--- src/rtl/tuner_i2c_pkg.sv ---
package tuner_i2c_pkg;
  localparam int BYTE_W = 8;
  localparam int LEAD_W = BYTE_W - 1;
  localparam int DIV_W  = LEAD_W + BYTE_W;
  localparam int CNT_W  = 4;

  typedef enum logic [2:0] {
    ST_IDLE,
    ST_ADDR,
    ST_AACK,
    ST_WDATA,
    ST_WACK,
    ST_RDATA,
    ST_RACK,
    ST_SKIP
  } bus_state_e;
endpackage

--- src/rtl/tuner_i2c_sync.sv ---
module tuner_i2c_sync #(
  parameter int STAGES = 2
) (
  input  logic clk,
  input  logic rst_n,
  input  logic scl_i,
  input  logic sda_i,
  output logic sda_s,
  output logic scl_rise,
  output logic scl_fall,
  output logic start_p,
  output logic stop_p
);
  logic [STAGES-1:0] scl_pipe;
  logic [STAGES-1:0] sda_pipe;
  logic              scl_d;
  logic              sda_d;
  logic              scl_s;

  for (genvar g = 0; g < STAGES; g++) begin : g_stage
    if (g == 0) begin : g_first
      always_ff @(posedge clk or negedge rst_n) begin
        if (!rst_n) begin
          scl_pipe[g] <= 1'b1;
          sda_pipe[g] <= 1'b1;
        end else begin
          scl_pipe[g] <= scl_i;
          sda_pipe[g] <= sda_i;
        end
      end
    end else begin : g_next
      always_ff @(posedge clk or negedge rst_n) begin
        if (!rst_n) begin
          scl_pipe[g] <= 1'b1;
          sda_pipe[g] <= 1'b1;
        end else begin
          scl_pipe[g] <= scl_pipe[g-1];
          sda_pipe[g] <= sda_pipe[g-1];
        end
      end
    end
  end

  always_ff @(posedge clk or negedge rst_n) begin
    if (!rst_n) begin
      scl_d <= 1'b1;
      sda_d <= 1'b1;
    end else begin
      scl_d <= scl_s;
      sda_d <= sda_s;
    end
  end

  assign scl_s    = scl_pipe[STAGES-1];
  assign sda_s    = sda_pipe[STAGES-1];
  assign scl_rise = scl_s & ~scl_d;
  assign scl_fall = ~scl_s & scl_d;
  assign start_p  = scl_s & scl_d & sda_d & ~sda_s;
  assign stop_p   = scl_s & scl_d & ~sda_d & sda_s;
endmodule

--- src/rtl/tuner_i2c_engine.sv ---
module tuner_i2c_engine
  import tuner_i2c_pkg::*;
#(
  parameter logic [4:0] ADDR_HI = 5'b11000
) (
  input  logic              clk,
  input  logic              rst_n,
  input  logic              sda_s,
  input  logic              scl_rise,
  input  logic              scl_fall,
  input  logic              start_p,
  input  logic              stop_p,
  input  logic [1:0]        addr_sel,
  input  logic [BYTE_W-1:0] status,
  output logic              drive_o,
  output logic [BYTE_W-1:0] byte_o,
  output logic              byte_vld_o,
  output logic              rd_end_o
);
  localparam logic [CNT_W-1:0] LAST_BIT = CNT_W'(BYTE_W);

  bus_state_e        state_q, state_d;
  logic [CNT_W-1:0]  cnt_q, cnt_d;
  logic [BYTE_W-1:0] sh_q, sh_d;
  logic [BYTE_W-1:0] tx_q, tx_d;
  logic              drive_q, drive_d;
  logic              rd_q, rd_d;
  logic              more_q, more_d;
  logic              vld_q, vld_d;
  logic              rd_end_q, rd_end_d;
  logic [6:0]        own_addr;

  assign own_addr = {ADDR_HI, addr_sel};

  always_comb begin
    state_d  = state_q;
    cnt_d    = cnt_q;
    sh_d     = sh_q;
    tx_d     = tx_q;
    drive_d  = drive_q;
    rd_d     = rd_q;
    more_d   = more_q;
    vld_d    = 1'b0;
    rd_end_d = 1'b0;
    if (start_p) begin
      state_d  = ST_ADDR;
      cnt_d    = '0;
      drive_d  = 1'b0;
      rd_d     = 1'b0;
      rd_end_d = rd_q;
    end else if (stop_p) begin
      state_d  = ST_IDLE;
      drive_d  = 1'b0;
      rd_d     = 1'b0;
      rd_end_d = rd_q;
    end else begin
      case (state_q)
        ST_ADDR, ST_WDATA: begin
          if (scl_rise) begin
            sh_d  = {sh_q[BYTE_W-2:0], sda_s};
            cnt_d = cnt_q + 1'b1;
          end else if (scl_fall && cnt_q == LAST_BIT) begin
            cnt_d = '0;
            if (state_q == ST_WDATA) begin
              state_d = ST_WACK;
              drive_d = 1'b1;
            end else if (sh_q[BYTE_W-1:1] == own_addr) begin
              state_d = ST_AACK;
              drive_d = 1'b1;
              rd_d    = sh_q[0];
            end else begin
              state_d = ST_SKIP;
            end
          end
        end
        ST_AACK: begin
          if (scl_fall) begin
            cnt_d = '0;
            if (rd_q) begin
              state_d = ST_RDATA;
              tx_d    = status;
              drive_d = ~status[BYTE_W-1];
            end else begin
              state_d = ST_WDATA;
              drive_d = 1'b0;
            end
          end
        end
        ST_WACK: begin
          if (scl_fall) begin
            state_d = ST_WDATA;
            drive_d = 1'b0;
            vld_d   = 1'b1;
          end
        end
        ST_RDATA: begin
          if (scl_rise) begin
            cnt_d = cnt_q + 1'b1;
          end else if (scl_fall) begin
            if (cnt_q == LAST_BIT) begin
              state_d = ST_RACK;
              drive_d = 1'b0;
              cnt_d   = '0;
            end else begin
              tx_d    = {tx_q[BYTE_W-2:0], 1'b0};
              drive_d = ~tx_q[BYTE_W-2];
            end
          end
        end
        ST_RACK: begin
          if (scl_rise) begin
            more_d = ~sda_s;
          end else if (scl_fall) begin
            if (more_q) begin
              state_d = ST_RDATA;
              tx_d    = status;
              drive_d = ~status[BYTE_W-1];
            end else begin
              state_d = ST_SKIP;
            end
          end
        end
        default: ;
      endcase
    end
  end

  always_ff @(posedge clk or negedge rst_n) begin
    if (!rst_n) begin
      state_q  <= ST_IDLE;
      cnt_q    <= '0;
      sh_q     <= '0;
      tx_q     <= '0;
      drive_q  <= 1'b0;
      rd_q     <= 1'b0;
      more_q   <= 1'b0;
      vld_q    <= 1'b0;
      rd_end_q <= 1'b0;
    end else begin
      state_q  <= state_d;
      cnt_q    <= cnt_d;
      sh_q     <= sh_d;
      tx_q     <= tx_d;
      drive_q  <= drive_d;
      rd_q     <= rd_d;
      more_q   <= more_d;
      vld_q    <= vld_d;
      rd_end_q <= rd_end_d;
    end
  end

  assign drive_o    = drive_q;
  assign byte_o     = sh_q;
  assign byte_vld_o = vld_q;
  assign rd_end_o   = rd_end_q;

  assert_drive_window_R2: assert property (@(posedge clk) disable iff (!rst_n)
    drive_q |-> (state_q == ST_AACK || state_q == ST_WACK || state_q == ST_RDATA));
  assert_start_decode_R1: assert property (@(posedge clk) disable iff (!rst_n)
    start_p |=> (state_q == ST_ADDR && cnt_q == '0));
  assert_stop_idle_R1: assert property (@(posedge clk) disable iff (!rst_n)
    (stop_p && !start_p) |=> (state_q == ST_IDLE && !drive_q));
  assert_skip_silent_R2: assert property (@(posedge clk) disable iff (!rst_n)
    (state_q == ST_SKIP) |-> !drive_q);
endmodule

--- src/rtl/tuner_i2c_regfile.sv ---
module tuner_i2c_regfile
  import tuner_i2c_pkg::*;
#(
  parameter int BAND_W = 3
) (
  input  logic              clk,
  input  logic              rst_n,
  input  logic              txn_start,
  input  logic              byte_vld,
  input  logic [BYTE_W-1:0] byte_i,
  input  logic              rd_end,
  input  logic              por_evt,
  input  logic              lock,
  output logic [DIV_W-1:0]  div_o,
  output logic [LEAD_W-1:0] ctrl_o,
  output logic [BAND_W-1:0] band_o,
  output logic [BYTE_W-1:0] status_o,
  output logic              por_o
);
  logic              pend_q, pend_d;
  logic              kind_q, kind_d;
  logic [LEAD_W-1:0] hold_q, hold_d;
  logic [DIV_W-1:0]  div_q, div_d;
  logic [LEAD_W-1:0] ctrl_q, ctrl_d;
  logic [BAND_W-1:0] band_q, band_d;
  logic              por_q, por_d;

  always_comb begin
    pend_d = pend_q;
    kind_d = kind_q;
    hold_d = hold_q;
    div_d  = div_q;
    ctrl_d = ctrl_q;
    band_d = band_q;
    if (txn_start) begin
      pend_d = 1'b0;
    end else if (byte_vld) begin
      if (!pend_q) begin
        pend_d = 1'b1;
        kind_d = byte_i[BYTE_W-1];
        hold_d = byte_i[LEAD_W-1:0];
      end else begin
        pend_d = 1'b0;
        if (kind_q) begin
          ctrl_d = hold_q;
          band_d = byte_i[BAND_W-1:0];
        end else begin
          div_d = {hold_q, byte_i};
        end
      end
    end
    if (por_evt)     por_d = 1'b1;
    else if (rd_end) por_d = 1'b0;
    else             por_d = por_q;
  end

  always_ff @(posedge clk or negedge rst_n) begin
    if (!rst_n) begin
      pend_q <= 1'b0;
      kind_q <= 1'b0;
      hold_q <= '0;
      div_q  <= '0;
      ctrl_q <= '0;
      band_q <= '0;
      por_q  <= 1'b1;
    end else begin
      pend_q <= pend_d;
      kind_q <= kind_d;
      hold_q <= hold_d;
      div_q  <= div_d;
      ctrl_q <= ctrl_d;
      band_q <= band_d;
      por_q  <= por_d;
    end
  end

  assign div_o    = div_q;
  assign ctrl_o   = ctrl_q;
  assign band_o   = band_q;
  assign por_o    = por_q;
  assign status_o = {por_q, lock, {(BYTE_W-2){1'b0}}};

  assert_div_atomic_R3: assert property (@(posedge clk) disable iff (!rst_n)
    (div_q != $past(div_q)) |-> $past(byte_vld && pend_q && !kind_q && !txn_start));
  assert_band_pair_R4: assert property (@(posedge clk) disable iff (!rst_n)
    (band_q != $past(band_q)) |-> $past(byte_vld && pend_q && kind_q && !txn_start));
  assert_por_source_R7: assert property (@(posedge clk) disable iff (!rst_n)
    $rose(por_q) |-> $past(por_evt));
endmodule

--- src/rtl/tuner_i2c_regs.sv ---
module tuner_i2c_regs
  import tuner_i2c_pkg::*;
#(
  parameter logic [4:0] ADDR_HI     = 5'b11000,
  parameter int         SYNC_STAGES = 2,
  parameter int         BAND_W      = 3
) (
  input  logic              clk,
  input  logic              rst_n,
  input  logic              scl_i,
  input  logic              sda_i,
  input  logic [1:0]        addr_sel_i,
  input  logic              lock_i,
  input  logic              por_evt_i,
  output logic              sda_pull_o,
  output logic [DIV_W-1:0]  div_o,
  output logic [LEAD_W-1:0] ctrl_o,
  output logic [BAND_W-1:0] band_o,
  output logic              por_flag_o
);
  logic              sda_s;
  logic              scl_rise;
  logic              scl_fall;
  logic              start_p;
  logic              stop_p;
  logic              drive;
  logic [BYTE_W-1:0] rx_byte;
  logic              rx_vld;
  logic              rd_end;
  logic [BYTE_W-1:0] status;

  tuner_i2c_sync #(.STAGES(SYNC_STAGES)) u_sync (
    .clk      (clk),
    .rst_n    (rst_n),
    .scl_i    (scl_i),
    .sda_i    (sda_i),
    .sda_s    (sda_s),
    .scl_rise (scl_rise),
    .scl_fall (scl_fall),
    .start_p  (start_p),
    .stop_p   (stop_p)
  );

  tuner_i2c_engine #(.ADDR_HI(ADDR_HI)) u_engine (
    .clk        (clk),
    .rst_n      (rst_n),
    .sda_s      (sda_s),
    .scl_rise   (scl_rise),
    .scl_fall   (scl_fall),
    .start_p    (start_p),
    .stop_p     (stop_p),
    .addr_sel   (addr_sel_i),
    .status     (status),
    .drive_o    (drive),
    .byte_o     (rx_byte),
    .byte_vld_o (rx_vld),
    .rd_end_o   (rd_end)
  );

  tuner_i2c_regfile #(.BAND_W(BAND_W)) u_regs (
    .clk       (clk),
    .rst_n     (rst_n),
    .txn_start (start_p),
    .byte_vld  (rx_vld),
    .byte_i    (rx_byte),
    .rd_end    (rd_end),
    .por_evt   (por_evt_i),
    .lock      (lock_i),
    .div_o     (div_o),
    .ctrl_o    (ctrl_o),
    .band_o    (band_o),
    .status_o  (status),
    .por_o     (por_flag_o)
  );

  assign sda_pull_o = drive & ~por_evt_i;
endmodule

--- config.mk ---
export PLATFORM = sky130hd
export DESIGN_NAME = tuner_i2c_regs
export DESIGN_NICKNAME = d
export VERILOG_FILES = /design/src/rtl/tuner_i2c_pkg.sv /design/src/rtl/tuner_i2c_sync.sv /design/src/rtl/tuner_i2c_engine.sv /design/src/rtl/tuner_i2c_regfile.sv /design/src/rtl/tuner_i2c_regs.sv
export SDC_FILE = /design/constraint.sdc
export NUM_CORES = 1
export LEC_CHECK = 0
export ABC_AREA = 1
export ABC_CLOCK_PERIOD_IN_PS = 1600
export BUFFER_PORTS_ARGS = -buffer_cell sky130_fd_sc_hd__buf_2
export CORE_ASPECT_RATIO = 1.25
export CORE_MARGIN = 2
export CORE_UTILIZATION = 52
export DETAILED_ROUTE_END_ITERATION = 8
export HOLD_SLACK_MARGIN = 0.1
export PLACE_DENSITY = 0.76
export SKIP_CTS_REPAIR_TIMING = 1
export SYNTH_ARGS = -nofsm -noshare
export SYNTH_HDL_FRONTEND = slang
export SYNTH_SLANG_ARGS = --single-unit
--- constraint.sdc ---
create_clock -name clk -period 1.6 [get_ports clk]
set_clock_uncertainty 0.2 [all_clocks]
set_input_delay 0.24 -clock clk [delete_from_list [all_inputs] [get_ports clk]]
set_output_delay 0.24 -clock clk [all_outputs]
set_load 0.03 [all_outputs]
# Word-level counts from Yosys, hierarchy flattened
# Index checks and enable logic that the tools add are counted.
dict set report totals {
  ff_bits 68
  input_bits 8
  out_inout_bits 27
  wordCells 164
}
dict set report classes {
  n_addsub 1
  n_eq_ne 34
  muxes 68
  bitwise 19
  n_reduce_logical 20
}
# cell count
set ops {}
lappend ops {{7-bit two-way mux} 8}
lappend ops {{3-bit two-way mux} 14}
lappend ops {{4-bit by 3-bit != test with 1-bit output, second input constant} 10}
lappend ops {{1-bit two-way mux} 33}
lappend ops {{4-bit two-way mux} 8}
lappend ops {{11-bit AND reduction} 2}
lappend ops {{7-bit one-hot mux with 3 select lines} 1}
lappend ops {{4-bit AND reduction} 4}
lappend ops {{3-bit one-hot mux with 5 select lines} 1}
lappend ops {{4-bit != test, second input constant} 3}
lappend ops {{4-bit one-hot mux with 3 select lines} 1}
lappend ops {{3-bit nonzero test} 4}
lappend ops {{1-bit inverter} 11}
lappend ops {{2-bit by 1-bit != test with 1-bit output, second input constant} 5}
lappend ops {{10-bit AND reduction} 1}
lappend ops {{3-bit == test, second input constant} 3}
lappend ops {{1-bit bitwise AND} 8}
lappend ops {{2-bit != test, second input constant} 4}
lappend ops {{7-bit == test} 1}
lappend ops {{7-bit nonzero test} 1}
lappend ops {{3-bit by 2-bit == test with 1-bit output, second input constant} 2}
lappend ops {{6-bit AND reduction} 1}
lappend ops {{5-bit by 3-bit != test with 1-bit output, second input constant} 1}
lappend ops {{1-bit one-hot mux with 5 select lines} 1}
lappend ops {{other kinds (13)} 14}

# Logic depth before layout (Yosys ltp)
dict set report depth {
  depth_word 8
  mapped_depth 12
}

# Modules after synthesis
# A second synthesis with hierarchy kept.
dict set report unflattened {
  cells_unflattened 419
  area_unflattened_um2 3395.8
}
# mod instances cells_each area_per_inst_um2
set by_module_without_submodules {}
lappend by_module_without_submodules {tuner_i2c_engine 1 236 1694.1}
lappend by_module_without_submodules {tuner_i2c_regfile 1 164 1492.7}
lappend by_module_without_submodules {tuner_i2c_sync 1 17 198.9}
lappend by_module_without_submodules {tuner_i2c_regs 1 2 10.0}

# Worst setup path after synthesis
# OpenSTA, ideal clock, no wires.
dict set report synth_timing {
  kind {flip-flop to flip-flop}
  startpoint {reg u_sync.scl_pipe[1], in the netlist u_sync.scl_s}
  endpoint {reg u_engine.sh_q[5], in the netlist u_engine.byte_o[5]}
  t_arrival_ns 1.508
  required_ns 1.324
  slack_ns -0.184
  stages_incl_launch_ff 9
  path_buffers 1
  synth_period_minus_slack_ns 1.784
  cell_sequence {dfstp_2 ha_1 nand3_2 nand2_2 nor2_2 nand2_2 buf_2 nand2_1 o21ai_1}
}
dict set report synth_between {
  elab_chain_cells 5
  elab_cells_between_ends 9
}
# item line_no
set synth_lines {}
lappend synth_lines {{from (decl)} tuner_i2c_sync.sv:14} ;# logic [STAGES-1:0] scl_pipe;
lappend synth_lines {{from (signal, indexed assignment)} tuner_i2c_sync.sv:37} ;# scl_pipe[g] <= scl_pipe[g-1];
lappend synth_lines {{1-bit bitwise AND} {tuner_i2c_sync.sv:58, tuner_i2c_sync.sv:59}}
lappend synth_lines {{1-bit bitwise AND, on equally long branches (2 in series)} {tuner_i2c_sync.sv:59, tuner_i2c_sync.sv:58}}
lappend synth_lines {{1-bit inverter (no source line)} -}
lappend synth_lines {{4-bit AND reduction (no source line) *} -}
lappend synth_lines {{to (signal assigned)} tuner_i2c_engine.sv:132} ;# sh_q <= '0;
lappend synth_lines {{to (signal assigned)} tuner_i2c_engine.sv:142} ;# sh_q <= sh_d;
lappend synth_lines {{to (decl)} tuner_i2c_engine.sv:24} ;# logic [BYTE_W-1:0] sh_q, sh_d;
# Mark *: on every way between the ends. The rest lies on a longest branch, timed or not.
# A chain may end at the register's enable or synchronous reset.

# Worst setup path in the final report
dict set report layout_timing {
  startpoint {reg u_sync.scl_pipe[1], in the netlist u_sync.scl_s}
  endpoint {reg u_engine.cnt_q[2]}
}
dict set report layout_between {
  elab_chain_cells 5
  elab_cells_between_ends 21
}
# item line_no
set layout_lines {}
lappend layout_lines {{1-bit bitwise AND, or another cell as far along} {tuner_i2c_sync.sv:58, tuner_i2c_sync.sv:59}}
lappend layout_lines {{1-bit bitwise AND, or another cell as far along (2 in series)} tuner_i2c_sync.sv:58} ;# assign start_p = scl_s & scl_d & sda_d & ~sda_s;
lappend layout_lines {{4-bit by 3-bit != test with 1-bit output (no source line), or another cell as far along} -}
lappend layout_lines {{6-bit AND reduction (no source line) or 4-bit two-way mux (tied branches)} -}
lappend layout_lines {{to (signal assigned)} tuner_i2c_engine.sv:141} ;# cnt_q <= cnt_d;
lappend layout_lines {{to (decl)} tuner_i2c_engine.sv:23} ;# logic [CNT_W-1:0] cnt_q, cnt_d;
# Parallel ways exist; a longest one is shown, timed or not. The select of a mux whose other input is x is not followed.

==> summary.md <==
| Metric | Value |
|---|---|
| Syn_area_per_cell | 8.39 um^2 |
| Worst Setup Slack, final | -0.216 ns |
| Final setup fails | 54 |
| Top cells by area, synth | dfrtp_1 (49%), nand2_1 (13%), dfstp_2 (6.5%) |
| Sw Ratio | 0.381 |
| CP peak stage delay | 0.62 ns |
| Root buf cell | clkbuf_8 |
| Post-DRT Antenna Nets | 0 |
| Detail Placement HPWL | 3990 um |
| TritonCTS buffer count | 9 |
| Die area | 6030 um^2 |
| Clock period minus final worst setup slack | 1.82 ns |
| RSZ-0062 raised after global routing | yes |
| Maximum vdd drop | 0.822 mV |
| Crit Path Max Fanout | 8 |
| Non-filler cells, final | 481 |
| Period utilisation layout | 1.14 |
| Synth unique cells | 28 |
| Cells after DPL | 451 |
| Worst-Skew Late Latency | 0.35 ns |
| CP endpoint kind | register |
| Initial drt markers | 233 |
| Worst-margin pin slew | 0.347 ns |
| First-pass GRT wire length | 9780 um |
| Clk slew on worst S/H paths | 0.07 ns |
| Failing checks | negative setup slack |
| Max-cap violations | 0 |
| Antenna violations before repair | 0 |
| Crit path kind | register to register |
| IO Count | 35 |
| Status | finished, violations left |
| Worst relative slew slack | 0.768 |
| Top cell type's share of synthesized area | 0.488 |
| H-tree Lvls | 3 |
| Via density | 5.20 |
| Drc violations | 0 |
| Max Root-Sink Buffers | 2 |
| Power Dens Cells | 1390 nW/um^2 |
| Synthesis warning total | 0 |
| Crit path buffers/inverters | 1 |
| Routed vias | 2502 |
| Worst hold path class | register to register |
| IO Port Bufs | 34 |
| Worst Setup Start Kind | register |
| WL per Instance | 13.8 um |
| Max-slew violation count | 0 |
| Cells after Synth | 336 |
| Clock power frac | 0.254 |
| CP dominant cell by count | nand2_1 |
| Gpl congestion | 0.877 |
| Most frequent cells in the layout | nand2_1 (75), dfrtp_1 (55), o21ai_1 (35), buf_2 (34), inv_1 (30) |
| CP Data Required Time | 1.68 ns |
| Synthesized Nets | 349 |
| Most common cell after layout, fill and taps aside | nand2_1 |
| Fin. Hold Viols | 0 |
| Slowest-stage cell, CP | dfstp_2 |
| Gr usage total | 0.208 |
| Crit-path cells | ha_4 -> nand3_4 -> nand2_1 -> nor3_1 -> nor2_2 -> buf_4 -> nand3_1 -> nand2_1 |
| NetSw | 2.11 mW |
| Pin count of the biggest net entering global routing | 63 |
| Core ar. | 5330 um^2 |
| Crit-path leading delay family | simple AND/OR/NAND/NOR gates |
| First-pass DRT Iterations | 5 |
| Synth Cell Area | 2820 um^2 |
| Area Overhead vs Synth | 41.5% |
| Antenna diode count | 0 |
| Logic pwr share | 0.373 |
| Nets | 425 |
| Seq/Total Area, Yosys | 0.553 |
| GRT overflow | 0 |
| Leak pwr | 1.95 nW |
| Vias in the first global route | 2252 |
| Power Internal | 3.43 mW |
| Initial cell density of the core | 0.529 |
| Sequential Power Share | 0.373 |
| Cell taking the most area after synthesis | dfrtp_1 |
| Arrival time worst endpoint | 1.90 ns |
| Register bit total from synthesis | 62 |
| Setup TNS | -8.96 ns |
| Die H | 86.3 um |
| CTS tree | yes |
| Max Clk Rate | 0.551 GHz |
| Share of cells above drive strength 1 | 0.398 |
| Die Width | 69.9 um |
| WL final | 6640 um |
| TritonCTS Sinks | 62 |
| Num rows | 30 |
-- logic make-up (layout without fill, tap and decap cells) --
kind of cell | after synthesis | after routing | synth area share
AO/OA/AOI/OAI | 60 | 60 | 0.111
XOR/XNOR | 2 | 2 | 0.00622
adder cells (fa/ha/maj) | 5 | 5 | 0.0222
buffers and inverters | 51 | 132 | 0.0710
flip-flops | 62 | 62 | 0.553
AND/OR/NAND/NOR | 156 | 156 | 0.237
-- final timing paths --
path | start | to | slack [ns] | cells past startpoint
max | u_sync.scl_s$_DFF_PN1_ | u_engine.cnt_q[2]$_DFFE_PN0P_ | -0.22 | 8
max reg2reg | u_sync.scl_s$_DFF_PN1_ | u_engine.cnt_q[2]$_DFFE_PN0P_ | -0.22 | 8
min | u_sync.sda_pipe[0]$_DFF_PN1_ | u_sync.sda_s$_DFF_PN1_ | 0.16 | 0
max in group asynchronous | rst_n | u_regs.por_o$_DFFE_PN1P_ | 0.65 | 3
min reg2reg | u_sync.sda_pipe[0]$_DFF_PN1_ | u_sync.sda_s$_DFF_PN1_ | 0.16 | 0
min in group asynchronous | rst_n | u_regs.div_o[9]$_DFFE_PN0P_ | 0.24 | 3
-- sequential cells by signal (all words and copies together) (netlist names), 3 cells and up --
name,count
u_engine.byte_o,8
u_engine.cnt_q,4
u_engine.state_q,3
u_regs.band_o,3
u_regs.ctrl_o,7
u_regs.div_o,15
u_regs.hold_q,7
-- layout make-up --
| cell class | count | area, um^2 |
|---|---|---|
| inverters | 43 | 169 |
| fillers | 353 | 1340 |
| repair buffers | 73 | 619 |
| flip-flops and latches | 62 | 1560 |
| clock buffers | 13 | 159 |
| clock inverters | 3 | 42.5 |
| multi-input cells | 223 | 1360 |
| well taps | 64 | 80.1 |
-- layer usage --
| layer | track usage | wire, um | share of wire |
|---|---|---|---|
| met1 | 0.242 | 2620 | 0.39 |
| met2 | 0.347 | 3640 | 0.55 |
| met5 | 0 | 0 | 0 |
| met4 | 0.0997 | 117 | 0.018 |
| met3 | 0.0698 | 253 | 0.038 |
-- power by group through the flow --
stage | clock [mW] | combinational [mW] | sequential [mW]
global route | 1.50 | 2.30 | 2.10
detailed placement | 0 | 1.71 | 2.06
CTS | 1.43 | 1.72 | 2.03
floorplan | 0 | 1.22 | 2.06
finish | 1.41 | 2.07 | 2.07
global placement | 0 | 1.68 | 2.04
-- worst reg2reg max path: cells and delay by family (launching register included) --
family | cells | cell delay (ns)
flip-flops | 1 | 0.62
AND/OR/NAND/NOR | 6 | 0.62
buffers and inverters | 1 | 0.15
adder cells (fa/ha/maj) | 1 | 0.17
-- stage by stage --
step           cell area (um^2)   util  total power [mW]  hold WS (ns)  setup slack (ns)
6_report                   3990  0.749              5.54         0.158            -0.216
2_1_floorplan              2950      -              3.27        -0.256           -0.0881
3_3_place_gp               3380  0.634              3.72        0.0694            -0.158
5_1_grt                    3990  0.749              5.90         0.160            -0.332
3_5_place_dp               3380  0.634              3.77        0.0801            -0.199
4_1_cts                    3580  0.672              5.18        -0.297            -0.211
-- cells in the mapped netlist --
| library cell | count |
|---|---|
| buf_4 | 1 |
| o21ai_1 | 30 |
| xnor2_1 | 1 |
| a21oi_2 | 1 |
| inv_2 | 8 |
| nor2_2 | 5 |
| dfstp_2 | 7 |
| dfrtp_1 | 55 |
| nand2_2 | 5 |
| nand2_1 | 99 |
| nor2_1 | 20 |
| a21oi_1 | 3 |
| inv_1 | 35 |
| ha_1 | 5 |
| clkbuf_1 | 3 |
| buf_2 | 4 |
| nand4_1 | 2 |
| o211ai_1 | 1 |
| o21bai_1 | 1 |
| xor2_1 | 1 |
| a31oi_1 | 2 |
| nor3_1 | 4 |
| o21ai_0 | 22 |
| nand3_2 | 2 |
| nand3b_1 | 1 |
| nand3_1 | 16 |
| nor2_4 | 1 |
| nor4_1 | 1 |
Power figures use the tool's default switching activity.
